--- src/rtl/irq_pkg.sv ---
package irq_pkg;
  localparam int SRC_COUNT = 5;
  localparam int KEY_BIT   = 4;

  typedef logic [SRC_COUNT-1:0] srcMask_t;

  // strobes from control to datapath
  typedef struct packed {
    logic     flagWr;
    logic     enWr;
    logic     rdFlag;
    logic     rdEn;
    srcMask_t ackMask;
  } irqStrobe_t;
endpackage

--- src/rtl/irq_ctrl.sv ---
module irq_ctrl
  import irq_pkg::*;
#(
  parameter int ADDR_W      = 16,
  parameter logic [ADDR_W-1:0] FLAG_ADDR   = 16'hFF0F,
  parameter logic [ADDR_W-1:0] ENABLE_ADDR = 16'hFFFF,
  parameter int VEC_BASE    = 'h40,
  parameter int VEC_STRIDE  = 8
) (
  input  logic              clk,
  input  logic              rstN,
  input  logic [ADDR_W-1:0] busAddr,
  input  logic              busWrEn,
  input  srcMask_t          flags,
  input  srcMask_t          enLow,
  input  logic              masterEn,
  input  logic              irqAck,
  output irqStrobe_t        strobe,
  output logic              irqPending,
  output logic              irqTake,
  output logic [ADDR_W-1:0] irqVector
);
  localparam int LAST_VEC = VEC_BASE + (SRC_COUNT - 1) * VEC_STRIDE;

  srcMask_t live;
  srcMask_t grant;
  logic     hitFlag;
  logic     hitEn;

  assign live    = flags & enLow;
  assign hitFlag = (busAddr == FLAG_ADDR);
  assign hitEn   = (busAddr == ENABLE_ADDR);

  // fixed priority: descending scan, so the lowest set bit is written last
  always_comb begin
    grant     = '0;
    irqVector = '0;
    for (int i = SRC_COUNT - 1; i >= 0; i--) begin
      if (live[i]) begin
        grant     = '0;
        grant[i]  = 1'b1;
        irqVector = ADDR_W'(VEC_BASE + i * VEC_STRIDE);
      end
    end
  end

  assign irqPending = |live;
  assign irqTake    = masterEn & irqPending;

  always_comb begin
    strobe.flagWr  = busWrEn & hitFlag;
    strobe.enWr    = busWrEn & hitEn;
    strobe.rdFlag  = hitFlag;
    strobe.rdEn    = hitEn;
    strobe.ackMask = irqAck ? grant : '0;
  end

  assert_grant_onehot_R6: assert property (@(posedge clk) disable iff (!rstN)
    $onehot0(grant));

  assert_grant_is_live_R6: assert property (@(posedge clk) disable iff (!rstN)
    (grant & ~live) == '0);

  assert_vector_window_R6: assert property (@(posedge clk) disable iff (!rstN)
    irqPending |-> (int'(irqVector) >= VEC_BASE && int'(irqVector) <= LAST_VEC));

  assert_take_gated_R5: assert property (@(posedge clk) disable iff (!rstN)
    (!masterEn) |-> !irqTake);
endmodule

--- src/rtl/irq_datapath.sv ---
module irq_datapath
  import irq_pkg::*;
#(
  parameter int DATA_W = 8,
  parameter int KEY_W  = 4
) (
  input  logic                 clk,
  input  logic                 rstN,
  input  irqStrobe_t           strobe,
  input  logic [DATA_W-1:0]    busWrData,
  input  logic [SRC_COUNT-2:0] srcReq,
  input  logic [KEY_W-1:0]     keyLines,
  output srcMask_t             flags,
  output srcMask_t             enLow,
  output logic [DATA_W-1:0]    busRdData
);
  localparam int PAD_W = DATA_W - SRC_COUNT;

  logic [DATA_W-1:0] enables;
  logic [KEY_W-1:0]  keyPrev;
  logic              keyFall;
  srcMask_t          newReq;
  srcMask_t          flagBase;
  srcMask_t          flagNext;

  assign keyFall  = |(keyPrev & ~keyLines);
  assign newReq   = {keyFall, srcReq};
  assign flagBase = strobe.flagWr ? busWrData[SRC_COUNT-1:0] : flags;
  // clear acknowledged bit first, then merge fresh requests so none is lost
  assign flagNext = (flagBase & ~strobe.ackMask) | newReq;

  always_ff @(posedge clk) begin
    if (!rstN) begin
      flags   <= '0;
      enables <= '0;
      keyPrev <= '1;
    end else begin
      flags   <= flagNext;
      keyPrev <= keyLines;
      if (strobe.enWr) enables <= busWrData;
    end
  end

  assign enLow = enables[SRC_COUNT-1:0];

  always_comb begin
    if (strobe.rdFlag)    busRdData = {{PAD_W{1'b1}}, flags};
    else if (strobe.rdEn) busRdData = enables;
    else                  busRdData = '0;
  end

  assert_req_sets_R2: assert property (@(posedge clk) disable iff (!rstN)
    (|newReq) |=> ((flags & $past(newReq)) == $past(newReq)));

  assert_ack_clears_R7: assert property (@(posedge clk) disable iff (!rstN)
    ((|strobe.ackMask) && !strobe.flagWr && ((strobe.ackMask & newReq) == '0))
      |=> ((flags & $past(strobe.ackMask)) == '0));

  assert_ack_keeps_others_R7: assert property (@(posedge clk) disable iff (!rstN)
    ((|strobe.ackMask) && !strobe.flagWr)
      |=> ((flags & ~$past(strobe.ackMask)) == ($past(flags) & ~$past(strobe.ackMask))) ||
          (|$past(newReq)));

  assert_key_edge_R10: assert property (@(posedge clk) disable iff (!rstN)
    (|(keyPrev & ~keyLines)) |=> flags[KEY_BIT]);

  assert_enable_hold_R11: assert property (@(posedge clk) disable iff (!rstN)
    !strobe.enWr |=> $stable(enables));
endmodule

--- src/rtl/irq_arbiter.sv ---
module irq_arbiter
  import irq_pkg::*;
#(
  parameter int ADDR_W = 16,
  parameter int DATA_W = 8,
  parameter int KEY_W  = 4,
  parameter logic [ADDR_W-1:0] FLAG_ADDR   = 16'hFF0F,
  parameter logic [ADDR_W-1:0] ENABLE_ADDR = 16'hFFFF,
  parameter int VEC_BASE   = 'h40,
  parameter int VEC_STRIDE = 8
) (
  input  logic                 clk,
  input  logic                 rstN,
  input  logic [ADDR_W-1:0]    busAddr,
  input  logic [DATA_W-1:0]    busWrData,
  input  logic                 busWrEn,
  output logic [DATA_W-1:0]    busRdData,
  input  logic [SRC_COUNT-2:0] srcReq,
  input  logic [KEY_W-1:0]     keyLines,
  input  logic                 masterEn,
  input  logic                 irqAck,
  output logic                 irqPending,
  output logic                 irqTake,
  output logic [ADDR_W-1:0]    irqVector
);
  irqStrobe_t strobe;
  srcMask_t   flags;
  srcMask_t   enLow;

  irq_ctrl #(
    .ADDR_W(ADDR_W), .FLAG_ADDR(FLAG_ADDR), .ENABLE_ADDR(ENABLE_ADDR),
    .VEC_BASE(VEC_BASE), .VEC_STRIDE(VEC_STRIDE)
  ) u_ctrl (
    .clk(clk), .rstN(rstN), .busAddr(busAddr), .busWrEn(busWrEn),
    .flags(flags), .enLow(enLow), .masterEn(masterEn), .irqAck(irqAck),
    .strobe(strobe), .irqPending(irqPending), .irqTake(irqTake),
    .irqVector(irqVector)
  );

  irq_datapath #(.DATA_W(DATA_W), .KEY_W(KEY_W)) u_dp (
    .clk(clk), .rstN(rstN), .strobe(strobe), .busWrData(busWrData),
    .srcReq(srcReq), .keyLines(keyLines), .flags(flags), .enLow(enLow),
    .busRdData(busRdData)
  );
endmodule

--- config.mk ---
export PLATFORM = sky130hd
export DESIGN_NAME = irq_arbiter
export DESIGN_NICKNAME = d
export VERILOG_FILES = /design/src/rtl/irq_pkg.sv /design/src/rtl/irq_ctrl.sv /design/src/rtl/irq_datapath.sv /design/src/rtl/irq_arbiter.sv
export SDC_FILE = /design/constraint.sdc
export NUM_CORES = 1
export LEC_CHECK = 0
export ABC_AREA = 1
export ABC_CLOCK_PERIOD_IN_PS = 2700
export CORE_ASPECT_RATIO = 1.25
export CORE_UTILIZATION = 30
export CTS_CLUSTER_DIAMETER = 30
export DETAILED_ROUTE_END_ITERATION = 7
export GPL_ROUTABILITY_DRIVEN = 1
export PLACE_DENSITY = 0.68
export SLEW_MARGIN = 25
export SYNTH_ARGS = -nofsm -noshare
export SYNTH_HDL_FRONTEND = slang
export SYNTH_SLANG_ARGS = --single-unit
--- constraint.sdc ---
create_clock -name clk -period 2.7 [get_ports clk]
set_clock_uncertainty 0.15 [all_clocks]
set_input_delay 0.54 -clock clk [delete_from_list [all_inputs] [get_ports clk]]
set_output_delay 0.54 -clock clk [all_outputs]
set_load 0.02 [all_outputs]
==> results.md, run 1 <==
* GRT overflow at 0
* Syn_area_per_cell at 6.70 um2
* Tightest hold margin at 0.350 ns
* Leading cell type in the layout, fill and taps excluded: sky130_fd_sc_hd__clkdlybuf4s50_1
* RSZ-0062 raised after global routing: false
* CTS buffer count at 3
* Cell row count at 24
* Standard cell area after detailed placement at 0.00166 mm2
* Post-layout instance area at 0.00169 mm2
* First-pass iteration count of the detailed router at 6
* Peak VDD IR at 0.000249 V
* Post-CTS clock slew at the launch and capture registers of the worst setup and hold paths at 0.07 ns
* Initial antenna violation count at 0
* CTS Root Buffer Type: sky130_fd_sc_hd__clkbuf_8
* Category of the worst setup path launch point: input port
* Yosys warning total at 0
* Static leakage at 0.882 nW
* Final WL at 2680 um
* Top post-synthesis cells by area: sky130_fd_sc_hd__dfxtp_1, sky130_fd_sc_hd__nand2_1, sky130_fd_sc_hd__inv_1
* Unique cell type count in the Yosys netlist at 22
* Max Root-Sink Buffers at 2
* Remaining antenna violation count after routing at 0
* Dpl hpwl at 2210 um
* Minimum setup slack after placement at -0.333 ns
* Final core area utilization at 0.476
* Fraction of final layout cells sized beyond drive strength 1 at 0.124
* CTS sink count at 17
* Core Footprint at 0.00354 mm2
* Violated checks: DRC
* DRC violation total after the first TritonRoute iteration at 42
* CP max stage delay at 0.46 ns
* Final nets at 264
* Register area share after synthesis at 0.301
* Horiz. Die Dim at 57.0 um
* Worst hold-check path type: flop to flop
* Start-to-end type of the worst setup path: input port to output pin
* Layout Area Growth over Synthesis at 49.0%
* #FFs+latches synth at 17
* Post-CTS Repair Setup Buffers at 0
* Cts hold-fix bufs at 0
* Clock tree from TritonCTS: built
* Achievable clock frequency at 387 MHz
* Global-route wire length before repair at 4440 um
* # Max-Cap Violations at 0
* Gate Count Post-Synth at 169
* Final GP Congestion at 0.784
* Top Family by Delay on Critical Path: buffers and inverters
* Cell chain of the critical path: clkdlybuf4s50_1 -> nand2_1 -> inv_1 -> nand2_2 -> nor2_8 -> nand2_2 -> buf_4 -> nand2_1 -> clkdlybuf4s15_2
* Run status: finished with violations
* Time the final worst path needs with I/O delays and setup at 2.59 ns
* Cell area power density at 334 mW/mm2
* Mean routed wirelength per cell at 10.1 um
* Diodes inserted at 0
* Buffer and inverter count on the worst path at 4
* Endpoint kind of the worst setup timing path: output pin
* Number of global-route vias before repair at 1051
* Number of top-level design ports at 63
* Worst EP required at 2.01 ns
* Final count of pins violating max slew at 0
* Synthesized area at 0.00113 mm2
* DRC violations left at 6
* Maximum level of the CTS H-tree at 1
* Die Outline Area at 0.00403 mm2
* Data arrival, critical path at 1.90 ns
* Cell type contributing the most total cell area after synthesis: sky130_fd_sc_hd__dfxtp_1
* Total routing usage reported by global routing at 0.136
* Highest net fanout along the worst path at 6
* Count of vias placed by the detailed router at 1176
* Fraction of post-synthesis cell area in the top cell type by area at 0.301
* Worst Setup Slack, final at 0.114 ns
* Most frequent cells in the layout: sky130_fd_sc_hd__clkdlybuf4s50_1, sky130_fd_sc_hd__nand2_1, sky130_fd_sc_hd__inv_1
* Fin crit share at 0.958
* Crit path max-delay cell type: sky130_fd_sc_hd__clkdlybuf4s50_1
* Largest net degree at the start of global routing at 14
* Hold Violations, Final at 0
* Clock latency reported for the late side of the worst-skew pair at 0.25 ns
* Count of input and output buffers at 50
* Vias per inst at 4.44
* Die Height at 70.7 um
* Power Total at 0.563 mW
* Initial core utilization at 0.320
* Final setup fails at 0
## state kept, by name, indices dropped and copies added (netlist names)
register and cells:
u_dp.enables 8, u_dp.flags 5, u_dp.keyPrev 4
## power breakdown
part | internal, mW | leakage, nW | switching, mW
registers | 0.259 | 0.140 | 0.00341
clock network | 0.102 | 0.0255 | 0.0872
logic | 0.0623 | 0.717 | 0.0485
## area by class of cell
| cell class | count | area, um2 |
|---|---|---|
| clock inverters | 1 | 5.00 |
| flip-flops and latches | 17 | 340 |
| repair buffers | 55 | 510 |
| inverters | 31 | 145 |
| fillers | 385 | 1860 |
| clock buffers | 3 | 41.3 |
| multi-input cells | 119 | 596 |
| well taps | 39 | 48.8 |
## kinds of logic after synthesis
kind of cell / count (synthesis) / synth area share
buffers and inverters: 44 / 0.212
AOI/OAI and AO/OA: 22 / 0.109
other: 1 / 0.00331
and+or+nand+nor: 85 / 0.375
DFF: 17 / 0.301
## worst register-to-register path, stage by stage (launching register included)
cell                      delay, ns
sky130_fd_sc_hd__dfxtp_1       0.35
sky130_fd_sc_hd__nand2_1       0.11
sky130_fd_sc_hd__nand2_1       0.11
sky130_fd_sc_hd__nor3_1        0.20
sky130_fd_sc_hd__nand2_1       0.10
sky130_fd_sc_hd__nand3_1       0.09
sky130_fd_sc_hd__a21oi_1       0.06
## cells in the mapped netlist (all sizes together)
library cell  count
inv              30
buf              13
nand2            37
nor2             19
conb              1
nand4             6
a21boi            1
nand3            14
a21oi             6
o21ai            13
a22o              2
dfxtp            17
bufinv            1
nor3              9
## worst paths after layout
| path | start | to | slack (ns) | cells past startpoint |
|---|---|---|---|---|
| max reg2reg | u_dp.enables[0]$_SDFFE_PN0P_ | u_dp.flags[4]$_SDFF_PN0_ | 1.43 | 6 |
| max | busAddr[8] | busRdData[6] | 0.11 | 9 |
| min | u_dp.enables[7]$_SDFFE_PN0P_ | u_dp.enables[7]$_SDFFE_PN0P_ | 0.35 | 2 |
| min reg2reg | u_dp.enables[7]$_SDFFE_PN0P_ | u_dp.enables[7]$_SDFFE_PN0P_ | 0.35 | 2 |
## routing by layer
layer | up-vias | routed length [um] | GRT usage
li1 | 627 | - | -
met1 | 509 | 1180 | 0.166
met2 | 36 | 1330 | 0.237
met3 | 4 | 121 | 0.0201
met4 | 0 | 55 | 0.0569
met5 | - | 0 | 0
## metrics by stage
stage          cells  setup TNS (ns)
2_1_floorplan    180               0
3_3_place_gp     261           -2.41
3_5_place_dp     261           -2.48
4_1_cts          265               0
5_1_grt          265               0
6_report         265               0
## repair_timing
item,in CTS,in global routing
resized for setup,28,8
hold endpoints to repair,0,0
endpoints found under the setup margin,8,8
Power figures use the tool's default switching activity.
==> run 2, diff against run 1 <==
- CORE_UTILIZATION: 30 -> 41
- PLACE_DENSITY: 0.68 -> 0.88
==> run 2 against run 1 <==
- the flow now finishes without violations
- die area is 26% lower
- global-route usage is 5.7 points higher
- worst hold slack better by 0.013 ns
- first-iteration DRC count is 31% lower
- utilization is 17 points higher
- critical path depth stayed put
- cell count is 2.6% lower
- via count is 0.60% lower
- sequential power hardly changed
- clock power is 28% lower
- cell area is 2.6% lower
- largest power group unchanged
- highest routed layer unchanged
==> results.md, run 2 (synthesized netlist as in run 1, its figures left out) <==
* Run status: finished clean (was finished with violations)
* Count of vias placed by the detailed router at 1169 (was 1176)
* Cell row count at 20 (was 24)
* Most frequent cells in the layout: sky130_fd_sc_hd__clkdlybuf4s50_1, sky130_fd_sc_hd__nand2_1, sky130_fd_sc_hd__inv_1 (unchanged)
* Core Footprint at 0.00253 mm2 (was 0.00354 mm2)
* Data arrival, critical path at 1.88 ns (was 1.90 ns)
* Category of the worst setup path launch point: input port (unchanged)
* Clock latency reported for the late side of the worst-skew pair at 0.29 ns (was 0.25 ns)
* CTS buffer count at 3 (unchanged)
* Max Root-Sink Buffers at 2 (unchanged)
* Crit-path most repeated cell: sky130_fd_sc_hd__nand2_1
* Horiz. Die Dim at 49.0 um (was 57.0 um)
* Post-CTS clock slew at the launch and capture registers of the worst setup and hold paths at 0.10 ns (was 0.07 ns)
* Static leakage at 0.868 nW (was 0.882 nW)
* CP max stage delay at 0.46 ns (about the same)
* RSZ-0062 raised after global routing: false (unchanged)
* GRT overflow at 0 (unchanged)
* DRC violations left at 0 (was 6)
* Start-to-end type of the worst setup path: input port to output pin (unchanged)
* Number of global-route vias before repair at 1047 (was 1051)
* Number of top-level design ports at 63 (unchanged)
* Total routing usage reported by global routing at 0.193 (was 0.136)
* CTS sink count at 17 (unchanged)
* Fraction of final layout cells sized beyond drive strength 1 at 0.116 (was 0.124)
* Final core area utilization at 0.650 (was 0.476)
* Die Height at 60.8 um (was 70.7 um)
* Final TNS setup at 0 ns (unchanged)
* Initial core utilization at 0.448 (was 0.320)
* Worst hold-check path type: flop to flop (unchanged)
* Peak VDD IR at 0.000299 V (was 0.000249 V)
* Largest net degree at the start of global routing at 14 (unchanged)
* Highest net fanout along the worst path at 6 (unchanged)
* Worst EP required at 2.01 ns (about the same)
* Initial antenna violation count at 0 (unchanged)
* Global-route wire length before repair at 4400 um (was 4440 um)
* Register name with the most flops: u_dp.enables (unchanged)
* Layout Area Growth over Synthesis at 45.1% (was 49.0%)
* DRC violation total after the first TritonRoute iteration at 29 (was 42)
* Flip-flop count of the largest register, all copies and words added at 8 (unchanged)
* Crit path max-delay cell type: sky130_fd_sc_hd__clkdlybuf4s50_1 (unchanged)
* Clock tree from TritonCTS: built (unchanged)
* Final GP Congestion at 0.827 (was 0.784)
* Remaining antenna violation count after routing at 0 (unchanged)
* Achievable clock frequency at 389 MHz (was 387 MHz)
* Maximum level of the CTS H-tree at 1 (unchanged)
* # Max-Cap Violations at 0 (unchanged)
* Final setup fails at 0 (unchanged)
* Final nets at 263 (was 264)
* Hold Violations, Final at 0 (unchanged)
* Filler Cells Inserted at 239 (was 385)
* Dpl hpwl at 2050 um (was 2210 um)
* Diodes inserted at 0 (unchanged)
* Fin crit share at 0.951 (was 0.958)
* First-pass iteration count of the detailed router at 4 (was 6)
* Final count of pins violating max slew at 0 (unchanged)
* Cell chain of the critical path: clkdlybuf4s50_1 -> nand2_1 -> inv_1 -> nand2_2 -> nor2_8 -> nand2_1 -> buf_4 -> nand2_1 -> clkbuf_2 (was clkdlybuf4s50_1 -> nand2_1 -> inv_1 -> nand2_2 -> nor2_8 -> nand2_2 -> buf_4 -> nand2_1 -> clkdlybuf4s15_2)
* Leading cell type in the layout, fill and taps excluded: sky130_fd_sc_hd__clkdlybuf4s50_1 (unchanged)
* Mean routed wirelength per cell at 9.79 um (was 10.1 um)
* Cell area power density at 310 mW/mm2 (was 334 mW/mm2)
* Count of input and output buffers at 50 (unchanged)
* Time the final worst path needs with I/O delays and setup at 2.57 ns (was 2.59 ns)
* CTS Root Buffer Type: sky130_fd_sc_hd__clkbuf_4 (was sky130_fd_sc_hd__clkbuf_8)
* Buffer and inverter count on the worst path at 4 (unchanged)
* Endpoint kind of the worst setup timing path: output pin (unchanged)
* Top Family by Delay on Critical Path: buffers and inverters (unchanged)
* Die Outline Area at 0.00298 mm2 (was 0.00403 mm2)
* Cts hold-fix bufs at 0 (unchanged)
* Vias per inst at 4.53 (was 4.44)
* Final WL at 2530 um (was 2680 um)
* Top flop regs: u_dp.enables: 8 flops, u_dp.flags: 5 flops, u_dp.keyPrev: 4 flops (unchanged)
-- run 2: cell types whose count changed in the layout (fill, tap and decap cells not counted), sizes merged --
cell,previous run,this run
clkdlybuf4s15,2,0
buf,10,9
clkbuf,4,6
-- run 2: area by class of cell --
type	count	area, um2	share of cell area
clock inverters	1	5.00	0.00305
inverters	31	148	0.0899
clock buffers	3	22.5	0.0137
well taps	33	41.3	0.0251
repair buffers	54	493	0.300
flip-flops and latches	17	340	0.207
multi-input cells	119	593	0.361
-- run 2: per-layer routing --
metal  GRT usage  routed length (um)
met3      0.0301                 102
met4      0.0504                  17
met1       0.226                1110
met5           0                   0
met2       0.369                1300
-- run 2: metrics by stage --
stage	total power [mW]	hold slack (ns)	setup slack (ns)	instances	area, um2
6_report	0.510	0.363	0.131	258	1640
5_1_grt	0.533	0.406	0.00440	258	1640
4_1_cts	0.513	0.365	0.00726	258	1680
3_3_place_gp	0.378	0.327	-0.305	254	1650
2_1_floorplan	0.331	0.314	0.481	180	1170
3_5_place_dp	0.380	0.338	-0.327	254	1650
-- run 2: what timing repair did --
item                                    4_1_cts  5_1_grt
gates resized for setup                      26       14
buffers inserted                              0        0
endpoints found under the setup margin        8        8
-- run 2: final timing paths --
path,startpoint,to,slack [ns],cells past startpoint
max,busAddr[9],busRdData[6],0.13,9
max reg2reg,u_dp.enables[0]$_SDFFE_PN0P_,u_dp.flags[4]$_SDFF_PN0_,1.40,6
min reg2reg,u_dp.enables[6]$_SDFFE_PN0P_,u_dp.enables[6]$_SDFFE_PN0P_,0.36,2
min,u_dp.enables[6]$_SDFFE_PN0P_,u_dp.enables[6]$_SDFFE_PN0P_,0.36,2
-- run 2: report_power, final --
| group | switching (mW) | total, mW | internal, mW |
|---|---|---|---|
| Combinational | 0.0489 | 0.111 | 0.0623 |
| Clock | 0.0807 | 0.136 | 0.0551 |
| Sequential | 0.00349 | 0.263 | 0.259 |
-- run 2: worst min-delay path, stage by stage (launching register included) --
cell and delay, ns:
sky130_fd_sc_hd__dfxtp_1 0.34, sky130_fd_sc_hd__o21ai_1 0.07, sky130_fd_sc_hd__nor2_1 0.07
